**src/rtl/exc_pkg.sv**
```systemverilog
package exc_pkg;
  localparam int XLEN = 32;
  localparam int CODE_W = 5;
  localparam int RNUM_W = 5;

  localparam logic [RNUM_W-1:0] RN_STATUS = 5'd12;
  localparam logic [RNUM_W-1:0] RN_CAUSE  = 5'd13;
  localparam logic [RNUM_W-1:0] RN_EPC    = 5'd14;
  localparam logic [RNUM_W-1:0] RN_DEBUG  = 5'd23;
  localparam logic [RNUM_W-1:0] RN_DEPC   = 5'd24;
  localparam logic [RNUM_W-1:0] RN_ERREPC = 5'd30;

  localparam int ST_EXL = 1;
  localparam int ST_ERL = 2;
  localparam int ST_BEV = 22;

  localparam int CA_CODE_LO = 2;
  localparam int CA_IP3 = 11;
  localparam int CA_IP7 = 15;
  localparam int CA_EXC2_LO = 16;
  localparam int CA_BD2 = 30;
  localparam int CA_BD = 31;

  localparam int DB_DBP = 1;
  localparam int DB_DM = 30;
  localparam int DB_DBD = 31;

  localparam logic [CODE_W-1:0] CODE_INT  = 5'd0;
  localparam logic [CODE_W-1:0] CODE_TLBL = 5'd2;
  localparam logic [CODE_W-1:0] CODE_TLBS = 5'd3;

  localparam logic [XLEN-1:0] OFF_REFILL  = 32'h0000_0000;
  localparam logic [XLEN-1:0] OFF_GENERAL = 32'h0000_0180;
  localparam logic [XLEN-1:0] OFF_INTR    = 32'h0000_0200;

  localparam logic [XLEN-1:0] STATUS_RST = (32'd1 << ST_BEV) | (32'd1 << ST_ERL);
  localparam logic [XLEN-1:0] CAUSE_RO   = (32'h1F << CA_CODE_LO) | (32'd1 << CA_IP3) | (32'd1 << CA_IP7);

  typedef enum logic [1:0] {SRC_NONE, SRC_DBG, SRC_NMI, SRC_NORM} exc_src_e;

  function automatic logic [XLEN-1:0] pick_offset(input logic exl, input logic [CODE_W-1:0] code,
                                                  input logic refill);
    if (exl) return OFF_GENERAL;
    if (refill && (code == CODE_TLBL || code == CODE_TLBS)) return OFF_REFILL;
    if (code == CODE_INT) return OFF_INTR;
    return OFF_GENERAL;
  endfunction

  function automatic logic [XLEN-1:0] return_addr(input logic [XLEN-1:0] pc, input logic slot);
    return slot ? pc - 32'd4 : pc;
  endfunction
endpackage

```
**src/rtl/exc_arbiter.sv**
```systemverilog
module exc_arbiter (
  input  logic clk,
  input  logic rst_n,
  input  logic dbg_req,
  input  logic nmi_req,
  input  logic norm_req,
  input  logic dm_active,
  output logic take_dbg,
  output logic take_nmi,
  output logic take_norm
);
  logic dbg_ok;

  always_comb begin
    dbg_ok    = dbg_req && !dm_active;
    take_dbg  = dbg_ok;
    take_nmi  = nmi_req && !dbg_ok;
    take_norm = norm_req && !dbg_ok && !nmi_req;
  end

  assert_onehot_R9: assert property (@(posedge clk) disable iff (!rst_n)
    $onehot0({take_dbg, take_nmi, take_norm}));
endmodule

```
**src/rtl/exc_vector_gen.sv**
```systemverilog
module exc_vector_gen
  import exc_pkg::*;
#(
  parameter logic [XLEN-1:0] DBG_VEC   = 32'hBFC0_0200,
  parameter logic [XLEN-1:0] NMI_VEC   = 32'hBFC0_0000,
  parameter logic [XLEN-1:0] BASE_BOOT = 32'hBFC0_0200,
  parameter logic [XLEN-1:0] BASE_RUN  = 32'h8000_0000
) (
  input  logic              take_dbg,
  input  logic              take_nmi,
  input  logic              bev,
  input  logic              exl,
  input  logic [CODE_W-1:0] code,
  input  logic              refill,
  output logic [XLEN-1:0]   target
);
  logic [XLEN-1:0] base;

  always_comb begin
    base = bev ? BASE_BOOT : BASE_RUN;
    if (take_dbg)      target = DBG_VEC;
    else if (take_nmi) target = NMI_VEC;
    else               target = base + pick_offset(exl, code, refill);
  end
endmodule

```
**src/rtl/exc_cp0_file.sv**
```systemverilog
module exc_cp0_file
  import exc_pkg::*;
(
  input  logic              clk,
  input  logic              rst_n,
  input  logic              take_dbg,
  input  logic              take_nmi,
  input  logic              take_norm,
  input  logic [CODE_W-1:0] code,
  input  logic [1:0]        int_level,
  input  logic [XLEN-1:0]   fault_pc,
  input  logic              in_slot,
  input  logic              sw_we,
  input  logic [RNUM_W-1:0] sw_addr,
  input  logic [XLEN-1:0]   sw_wdata,
  output logic [XLEN-1:0]   sw_rdata,
  output logic              bev,
  output logic              exl,
  output logic              dm_active,
  output logic              level_bad
);
  logic [XLEN-1:0] status_q, cause_q, epc_q, errepc_q, debug_q, depc_q;
  logic [XLEN-1:0] ret_pc;
  logic            take_any, sw_ok, is_int;

  always_comb begin
    ret_pc    = return_addr(fault_pc, in_slot);
    take_any  = take_dbg || take_nmi || take_norm;
    sw_ok     = sw_we && !take_any;
    is_int    = take_norm && (code == CODE_INT);
    level_bad = is_int && (int_level != 2'd1) && (int_level != 2'd2);
    bev       = status_q[ST_BEV];
    exl       = status_q[ST_EXL];
    dm_active = debug_q[DB_DM];
  end

  always_ff @(posedge clk) begin
    if (!rst_n) begin
      status_q <= STATUS_RST;
      cause_q  <= '0;
      epc_q    <= '0;
      errepc_q <= '0;
      debug_q  <= '0;
      depc_q   <= '0;
    end else if (take_dbg) begin
      depc_q          <= ret_pc;
      debug_q[DB_DBD] <= in_slot;
      debug_q[DB_DM]  <= 1'b1;
      debug_q[DB_DBP] <= 1'b1;
    end else if (take_nmi) begin
      errepc_q                          <= ret_pc;
      cause_q[CA_EXC2_LO+2:CA_EXC2_LO]  <= 3'd1;
      cause_q[CA_BD2]                   <= in_slot;
      status_q[ST_ERL]                  <= 1'b1;
    end else if (take_norm) begin
      cause_q[CA_CODE_LO+CODE_W-1:CA_CODE_LO] <= code;
      if (!status_q[ST_EXL]) begin
        epc_q            <= ret_pc;
        cause_q[CA_BD]   <= in_slot;
        status_q[ST_EXL] <= 1'b1;
      end
      if (is_int && int_level == 2'd1) cause_q[CA_IP3] <= 1'b1;
      if (is_int && int_level == 2'd2) cause_q[CA_IP7] <= 1'b1;
    end else if (sw_ok) begin
      case (sw_addr)
        RN_STATUS: status_q <= sw_wdata;
        RN_CAUSE:  cause_q  <= (cause_q & CAUSE_RO) | (sw_wdata & ~CAUSE_RO);
        RN_EPC:    epc_q    <= sw_wdata;
        RN_DEBUG:  debug_q  <= sw_wdata;
        RN_DEPC:   depc_q   <= sw_wdata;
        RN_ERREPC: errepc_q <= sw_wdata;
        default: ;
      endcase
    end
  end

  always_comb begin
    case (sw_addr)
      RN_STATUS: sw_rdata = status_q;
      RN_CAUSE:  sw_rdata = cause_q;
      RN_EPC:    sw_rdata = epc_q;
      RN_DEBUG:  sw_rdata = debug_q;
      RN_DEPC:   sw_rdata = depc_q;
      RN_ERREPC: sw_rdata = errepc_q;
      default:   sw_rdata = '0;
    endcase
  end

  assert_exl_set_R2: assert property (@(posedge clk) disable iff (!rst_n)
    take_norm |=> status_q[ST_EXL]);
  assert_epc_hold_R3: assert property (@(posedge clk) disable iff (!rst_n)
    (take_norm && status_q[ST_EXL]) |=> $stable(epc_q));
  assert_erl_set_R6: assert property (@(posedge clk) disable iff (!rst_n)
    take_nmi |=> status_q[ST_ERL]);
  assert_dm_set_R7: assert property (@(posedge clk) disable iff (!rst_n)
    take_dbg |=> (debug_q[DB_DM] && debug_q[DB_DBP]));
endmodule

```
**src/rtl/exc_entry_ctrl.sv**
```systemverilog
module exc_entry_ctrl
  import exc_pkg::*;
(
  input  logic              clk,
  input  logic              rst_n,
  input  logic              dbg_req_i,
  input  logic              nmi_req_i,
  input  logic              exc_req_i,
  input  logic [CODE_W-1:0] exc_code_i,
  input  logic              refill_i,
  input  logic [1:0]        int_level_i,
  input  logic [XLEN-1:0]   fault_pc_i,
  input  logic              in_slot_i,
  input  logic              sw_we_i,
  input  logic [RNUM_W-1:0] sw_addr_i,
  input  logic [XLEN-1:0]   sw_wdata_i,
  output logic [XLEN-1:0]   sw_rdata_o,
  output logic              redirect_valid_o,
  output logic [XLEN-1:0]   redirect_pc_o,
  output logic              llbit_clr_o,
  output logic              int_level_err_o
);
  logic            take_dbg, take_nmi, take_norm, take_any;
  logic            bev, exl, dm_active, level_bad;
  logic [XLEN-1:0] target;

  exc_arbiter u_arb (
    .clk(clk), .rst_n(rst_n),
    .dbg_req(dbg_req_i), .nmi_req(nmi_req_i), .norm_req(exc_req_i),
    .dm_active(dm_active),
    .take_dbg(take_dbg), .take_nmi(take_nmi), .take_norm(take_norm)
  );

  exc_vector_gen u_vec (
    .take_dbg(take_dbg), .take_nmi(take_nmi), .bev(bev), .exl(exl),
    .code(exc_code_i), .refill(refill_i), .target(target)
  );

  exc_cp0_file u_regs (
    .clk(clk), .rst_n(rst_n),
    .take_dbg(take_dbg), .take_nmi(take_nmi), .take_norm(take_norm),
    .code(exc_code_i), .int_level(int_level_i), .fault_pc(fault_pc_i),
    .in_slot(in_slot_i), .sw_we(sw_we_i), .sw_addr(sw_addr_i),
    .sw_wdata(sw_wdata_i), .sw_rdata(sw_rdata_o),
    .bev(bev), .exl(exl), .dm_active(dm_active), .level_bad(level_bad)
  );

  assign take_any = take_dbg || take_nmi || take_norm;

  always_ff @(posedge clk) begin
    if (!rst_n) begin
      redirect_valid_o <= 1'b0;
      redirect_pc_o    <= '0;
      llbit_clr_o      <= 1'b0;
      int_level_err_o  <= 1'b0;
    end else begin
      redirect_valid_o <= take_any;
      redirect_pc_o    <= take_any ? target : '0;
      llbit_clr_o      <= take_any;
      int_level_err_o  <= level_bad;
    end
  end

  assert_vec_align_R4: assert property (@(posedge clk) disable iff (!rst_n)
    redirect_valid_o |-> (redirect_pc_o[6:0] == 7'd0));
  assert_dm_ignore_R8: assert property (@(posedge clk) disable iff (!rst_n)
    (dbg_req_i && dm_active && !nmi_req_i && !exc_req_i) |=> !redirect_valid_o);
  assert_llclr_R10: assert property (@(posedge clk) disable iff (!rst_n)
    redirect_valid_o |-> llbit_clr_o);
endmodule

```
**config.mk**
```make
export PLATFORM = sky130hd
export DESIGN_NAME = exc_entry_ctrl
export DESIGN_NICKNAME = d
export VERILOG_FILES = /design/src/rtl/exc_pkg.sv /design/src/rtl/exc_arbiter.sv /design/src/rtl/exc_vector_gen.sv /design/src/rtl/exc_cp0_file.sv /design/src/rtl/exc_entry_ctrl.sv
export SDC_FILE = /design/constraint.sdc
export NUM_CORES = 1
export LEC_CHECK = 0
export CORE_ASPECT_RATIO = 0.8
export CORE_MARGIN = 1.5
export CORE_UTILIZATION = 50
export DETAILED_ROUTE_END_ITERATION = 12
export DONT_BUFFER_PORTS = 1
export GPL_ROUTABILITY_DRIVEN = 0
export GPL_TIMING_DRIVEN = 0
export HOLD_SLACK_MARGIN = 0.15
export SKIP_LAST_GASP = 1
export SYNTH_ARGS = -nofsm -noshare
export SYNTH_HDL_FRONTEND = slang
export SYNTH_SLANG_ARGS = --single-unit
```
**constraint.sdc**
```tcl
create_clock -name clk -period 4.48 [get_ports clk]
set_clock_uncertainty 0.1 [all_clocks]
set_input_delay 0.224 -clock clk [delete_from_list [all_inputs] [get_ports clk]]
set_output_delay 0.224 -clock clk [all_outputs]
set_load 0.005 [all_outputs]
```
==> results of run 1 <==
-- power by group through the flow --
stage	registers (mW)	logic, mW	clock network, mW
floorplan	1.91	0.249	0
global placement	1.92	0.368	0
detailed placement	1.92	0.370	0
CTS	1.88	0.464	1.71
global route	1.89	0.505	1.77
finish	1.89	0.488	1.72
-- cells by family after synthesis --
| group | count (synthesis) |
|---|---|
| AO/OA/AOI/OAI | 354 |
| XOR/XNOR | 28 |
| adder cells (fa/ha/maj) | 2 |
| buffers and inverters | 149 |
| flip-flops | 199 |
| multiplexers | 5 |
| other | 1 |
| AND/OR/NAND/NOR | 495 |
-- worst max-delay path, cell delays in order, from the launching register on --
cell and delay (ns):
dfxtp_1 0.39, nor2b_1 0.06, clkbuf_1 0.19, nor3_1 0.39, clkbuf_1 0.50, nand2_1 0.44, clkbuf_1 0.49, nand2_1 0.17
nand3_1 0.09, dlygate4sd3_1 0.61
-- worst paths after layout --
path / startpoint / endpoint / cells past startpoint
max reg2reg: u_regs.debug_q[30] / u_regs.status_q[2] / 9
max: u_regs.debug_q[30] / u_regs.status_q[2] / 9
min reg2reg: u_regs.errepc_q[3] / u_regs.errepc_q[3] / 2
min: dbg_req_i / redirect_pc_o[29] / 4
-- layer usage --
layer | vias up | part of all wire [%] | track usage, %
met5 | - | 0 | 0
met4 | 0 | 3.8 | 16.9
met3 | 137 | 14 | 14.1
met2 | 836 | 42 | 60.5
met1 | 5022 | 40 | 57.3
li1 | 4679 | - | -
-- cells in the final DEF (no fill, tap or decap), drive strengths merged, types with 18 or more instances in the layout --
cell type    Yosys  final
nand3          120    120
nor4            19     19
clkbuf         101    120
dlygate4sd3      0     85
a22oi           99     99
dfxtp          199    199
o211ai          32     32
and3            25     25
nand2          230    230
xnor2           24     24
buf             40     40
nor3            18     18
a211oi          44     44
conb             1     19
a21oi          100    100
o21ai           28     28
nor2            51     51
-- state kept, by name (all words and copies together) (netlist names) --
register,count
u_regs.debug_q,32
u_regs.depc_q,32
u_regs.status_q,32
redirect_pc_o,5
llbit_clr_o,1
u_regs.errepc_q,32
int_level_err_o,1
u_regs.cause_q,32
u_regs.epc_q,32
-- what timing repair did --
| action | in CTS | in global routing |
|---|---|---|
| gates resized for setup | 0 | 0 |
| endpoints found under the hold margin | 199 | 0 |
| endpoints found under the setup margin | 0 | 0 |
| hold buffers | 85 | 0 |
-- cell type report --
| class | count | share of cell area (%) |
|---|---|---|
| multi-input cells | 903 | 43.9 |
| repair buffers | 85 | 7.39 |
| well taps | 258 | 2.80 |
| clock inverters | 12 | 1.64 |
| plain buffers | 141 | 5.59 |
| flip-flops and latches | 199 | 34.6 |
| inverters | 8 | 0.261 |
| clock buffers | 19 | 3.84 |
-- per-stage QoR --
stage / hold WS [ns] / power [mW] / utilization, % / area, µm²
global route: 0.178 / 4.17 / 60.9 / 11500
floorplan: 0.247 / 2.16 / - / 9710
finish: 0.161 / 4.10 / 60.9 / 11500
detailed placement: 0.254 / 2.29 / 53.1 / 10000
CTS: 0.153 / 4.05 / 60.9 / 11500
global placement: 0.250 / 2.29 / 53.1 / 10000
==> out/results.tsv, run 1 <==
metric	value	unit
Critical Path End Type	flop	
final WL	42700	µm
fmax	282	MHz
Avg Inst Size Synth	7.82	µm²
minimum clock period	3.55	ns
WP data required	4.71	ns
RSZ-0062 raised after global routing	no	
Setup WS pre-CTS	1.45	ns
post-synthesis mux area share	0.532	%
Area Growth Syn to Fin	19.4	%
H-tree level count	4	
leak pwr	3.91	nW
site row count	45	
DRC Markers	0	
worst hold path type	primary input to flop	
root buf cell	clkbuf_16	
gr ovfl total	0	
# clock sinks	199	
top fanout value on the critical path	10	
largest net degree at the start of global routing	18	
fin worst setup slack	0.930	ns
CTS tree	yes	
max_slew headroom	23.9	%
status	complete, no violations	
top_reg_cell synth	dfxtp_1	
vias	10674	
share of post-route cells with drive strength above 1	5.12	%
count leader, synth	nand2_1	
Critical Path AT	3.78	ns
vias per cell	6.57	
Yosys top cell by area	dfxtp_1	
Yosys cell types	55	
Routed WL per cell	26.3	µm
R2R Setup Slk	0.93	ns
main combinational cell family by area after synthesis	compound AO/OA/AOI/OAI gates	
Clock Latency Late Sink	0.44	ns
Slew @ Worst Pin	1.14	ns
Clock Tree Buf Depth	2	
xor/xnor cell area share of the yosys netlist	2.54	%
Netlist Area Pre-Place	9650	µm²
Hold Fails Final Rpt	0	
ys async rst share	0	%
core area	18900	µm²
Starting Density	51.0	%
Max Cap Viol	0	
Num CTS Buffers	17	
most frequent cells after synthesis	230 x nand2_1, 199 x dfxtp_1, 120 x nand3_1, 101 x clkbuf_1, 100 x a21oi_1	
HPWL Detailed	28900	µm
fillers	1752	
Setup Buffers After CTS	0	
Post-Synth Simple-Gate Area	23.6	%
Sequential Power Share	46.0	%
Final Setup Violations	0	
io pins	151	
max-slew violations	0	
TNS Setup	0	ns
Reg area	3980	µm²
Crit Path Category	flop to flop	
Synth area leaders	dfxtp_1 41%, nand2_1 8.9%, a22oi_1 7.7%	
die width	158	µm
first-pass GRT wire length	61500	µm
Post-Syn Instances	1233	
CP startpoint kind	flop	
Max IR drop VDD	0.245	mV
Port Buffers	0	
Tcrit/Tclk final	79.2	%
final cell count without fillers	1625	
ANT cells	0	
YS warnings	0	
initial antenna violation count	0	
share of the synthesized area in the top cell type	41.3	%
clock power share	42.1	%
vias in the first global route	9678	
multi-input logic area	5060	µm²
Internal	2.97	mW
Die ar.	20100	µm²
drt first pass iters	6	
post-route ant nets	0	
Placed Cells	1509	
drt first-iter violations	1621	
nets	1441	
Sw Ratio	27.6	%
#FFs+latches synth	199	
Comb power frac	11.9	%
pwr dens	356	nW/µm²
die outline height	127	µm
Synth Area in Compound Gates	24.7	%
switching power	1.13	mW
count of flip-flops with a built-in enable after synthesis	0	
post-synthesis sequential area ratio	41.3	%
adder-cell share of the synthesized area	0.259	%
GRT Overall Usage	41.9	%
CTS clock-pin slew for the worst setup and hold paths	0.07	ns
No activity file was read; power rests on OpenSTA's default activity.
==> inputs of run 2 (changes only) <==
==> constraint.sdc (replaced) <==
create_clock -name clk -period 3.5 [get_ports clk]
set_clock_uncertainty 0.1 [all_clocks]
set_input_delay 0.175 -clock clk [delete_from_list [all_inputs] [get_ports clk]]
set_output_delay 0.175 -clock clk [all_outputs]
set_load 0.005 [all_outputs]
==> out/results.tsv, run 2 (synthesized netlist as in run 1, its figures left out) <==
metric	value	unit	change
worst hold path type	primary input to flop		
top fanout value on the critical path	9		-1
final WL	42800	µm	+0.24%
vias per cell	6.60		+0.49%
Max Cap Viol	0		unchanged
drt first-iter violations	1660		+2.4%
gr ovfl total	0		unchanged
fillers	1753		+0.057%
drt first pass iters	7		+1
cell count of the worst reg-to-reg path	9		unchanged
core area	18900	µm²	unchanged
commonest non-fill, non-tap cell in the layout	nand2_1		
io pins	151		unchanged
die outline height	127	µm	unchanged
GRT Overall Usage	41.9	%	about the same
Sw Ratio	27.6	%	+0.035 points
Setup WS pre-CTS	0.570	ns	-0.882 ns
Slowest cell on crit path	dlygate4sd3_1		
switching power	1.45	mW	+28%
WHS	0.166	ns	+0.00433 ns
CP startpoint kind	primary input		
Hold Fails Final Rpt	0		unchanged
Worst R2R Start	u_regs.debug_q[30]		
nets	1443		+0.14%
Max IR drop VDD	0.311	mV	+27%
Critical Path AT	3.67	ns	-0.11 ns
minimum clock period	3.40	ns	
max_slew headroom	23.7	%	-0.28 points
root buf cell	clkbuf_16		
Worst Hold Path EP	u_regs.errepc_q[29]		
vias	10740		+0.62%
Crit Path Category	primary input to flop		
Tcrit/Tclk final	97.0	%	
Num CTS Buffers	17		unchanged
Area Growth Syn to Fin	19.6	%	
post-route ant nets	0		unchanged
RSZ-0062 raised after global routing	no		
Sequential Power Share	46.0	%	about the same
vias in the first global route	9707		+0.30%
CTS tree	yes		
R2R Setup Slk	0.22	ns	-0.71 ns
ANT cells	0		unchanged
site row count	45		unchanged
Crit path max-delay family	buffers and inverters		
share of post-route cells with drive strength above 1	5.19	%	+0.066 points
clock power share	42.0	%	about the same
Slew @ Worst Pin	1.14	ns	+0.00422 ns
# clock sinks	199		unchanged
slowest stage delay, CP	0.61	ns	about the same
Internal	3.80	mW	+28%
TNS Setup	0	ns	unchanged
DRC Markers	0		unchanged
Die ar.	20100	µm²	unchanged
first-pass GRT wire length	61500	µm	about the same
Clock Latency Late Sink	0.44	ns	about the same
fin worst setup slack	0.105	ns	-0.826 ns
leak pwr	3.92	nW	+0.30%
HPWL Detailed	28900	µm	unchanged
max-slew violations	0		unchanged
die width	158	µm	unchanged
CP most frequent cell	dlygate4sd3_1		
Port Buffers	0		unchanged
CTS clock-pin slew for the worst setup and hold paths	0.08	ns	about the same
Comb power frac	12.0	%	about the same
initial antenna violation count	0		unchanged
hold path depth	4		unchanged
R2R Path End	u_regs.status_q[2]		
Clock Tree Buf Depth	2		unchanged
Final Setup Violations	0		unchanged
H-tree level count	4		unchanged
fmax	295	MHz	
Hold Startpoint	sw_addr_i[0]		
pwr dens	455	nW/µm²	+28%
leading cell types in the layout, fill and taps excluded	230 x nand2_1, 199 x dfxtp_1, 120 x nand3_1		
Critical Path End Type	flop		
status	complete, no violations		
Setup Buffers After CTS	0		unchanged
Routed WL per cell	26.3	µm	+0.12%
CP cell instances	dlygate4sd3_1 -> buf_2 -> nor4bb_1 -> clkbuf_1 -> nand4_1 -> nor4_1 -> dlygate4sd3_1 -> o21ai_0 -> dlygate4sd3_1 -> a31oi_1		
largest net degree at the start of global routing	18		unchanged
WP data required	3.78	ns	-0.93 ns
Starting Density	51.0	%	unchanged
Buf/Inv on CP	5		+1
-- run 2: cell count changes in the layout (fill, tap and decap cells not counted), sizes merged --
| cell | change |
|---|---|
| dlygate4sd3 | +2 |
-- run 2: worst max path at each step --
stage / end / from / cells after the start
after detailed placement: sw_rdata_o[19] / sw_addr_i[1] / 6
final: u_regs.errepc_q[20] / in_slot_i / 10
after CTS: u_regs.errepc_q[20] / in_slot_i / 10
after floorplan: u_regs.epc_q[27] / fault_pc_i[18] / 7
after global routing: u_regs.errepc_q[20] / in_slot_i / 10
after global placement: sw_rdata_o[19] / sw_addr_i[1] / 6
-- run 2: what timing repair did --
| item | in CTS | in global routing |
|---|---|---|
| hold buffers | 87 | 0 |
| resized for setup | 0 | 2 |
| endpoints found under the hold margin | 199 | 0 |
| setup endpoints to repair | 0 | 1 |
-- run 2: worst reg2reg max path: stages, from the launching register on --
cell and delay [ns]:
dfxtp_1 0.38, nor2b_1 0.06, clkbuf_1 0.19, nor3_1 0.38, clkbuf_2 0.35, nand2_1 0.35
clkbuf_1 0.48, nand2_1 0.18, nand3_1 0.08, dlygate4sd3_1 0.62
-- run 2: cell type report --
type	count	area [µm²]	area share, %
Buffer	141	646	5.59
Clock inverter	12	189	1.64
Inverter	8	30.0	0.260
Tap cell	258	323	2.80
Multi-Input combinational cell	903	5060	43.8
Clock buffer	19	443	3.84
Timing Repair Buffer	87	871	7.55
Sequential cell	199	3980	34.5
-- run 2: metrics by stage --
step           instance area, µm²  power, mW  utilization, %  std cells
2_1_floorplan                9710       2.76               -       1251
3_3_place_gp                10000       2.93            53.1       1509
3_5_place_dp                10000       2.93            53.1       1509
4_1_cts                     11500       5.19            61.0       1627
5_1_grt                     11500       5.34            61.0       1627
6_report                    11500       5.25            61.0       1627
-- run 2: power groups by stage --
stage                     registers (mW)  clock network, mW  logic (mW)
final                               2.41               2.21       0.628
after floorplan                     2.44                  0       0.318
after detailed placement            2.46                  0       0.474
after global placement              2.46                  0       0.471
after global routing                2.42               2.27       0.649
after CTS                           2.41               2.18       0.596
-- run 2: per-layer routing --
metal,GRT usage [%],vias up,share of wire [%]
li1,-,4683,-
met3,13.3,139,15
met4,16.7,0,3.7
met2,60.6,889,41
met5,0,-,0
met1,57.8,5029,40
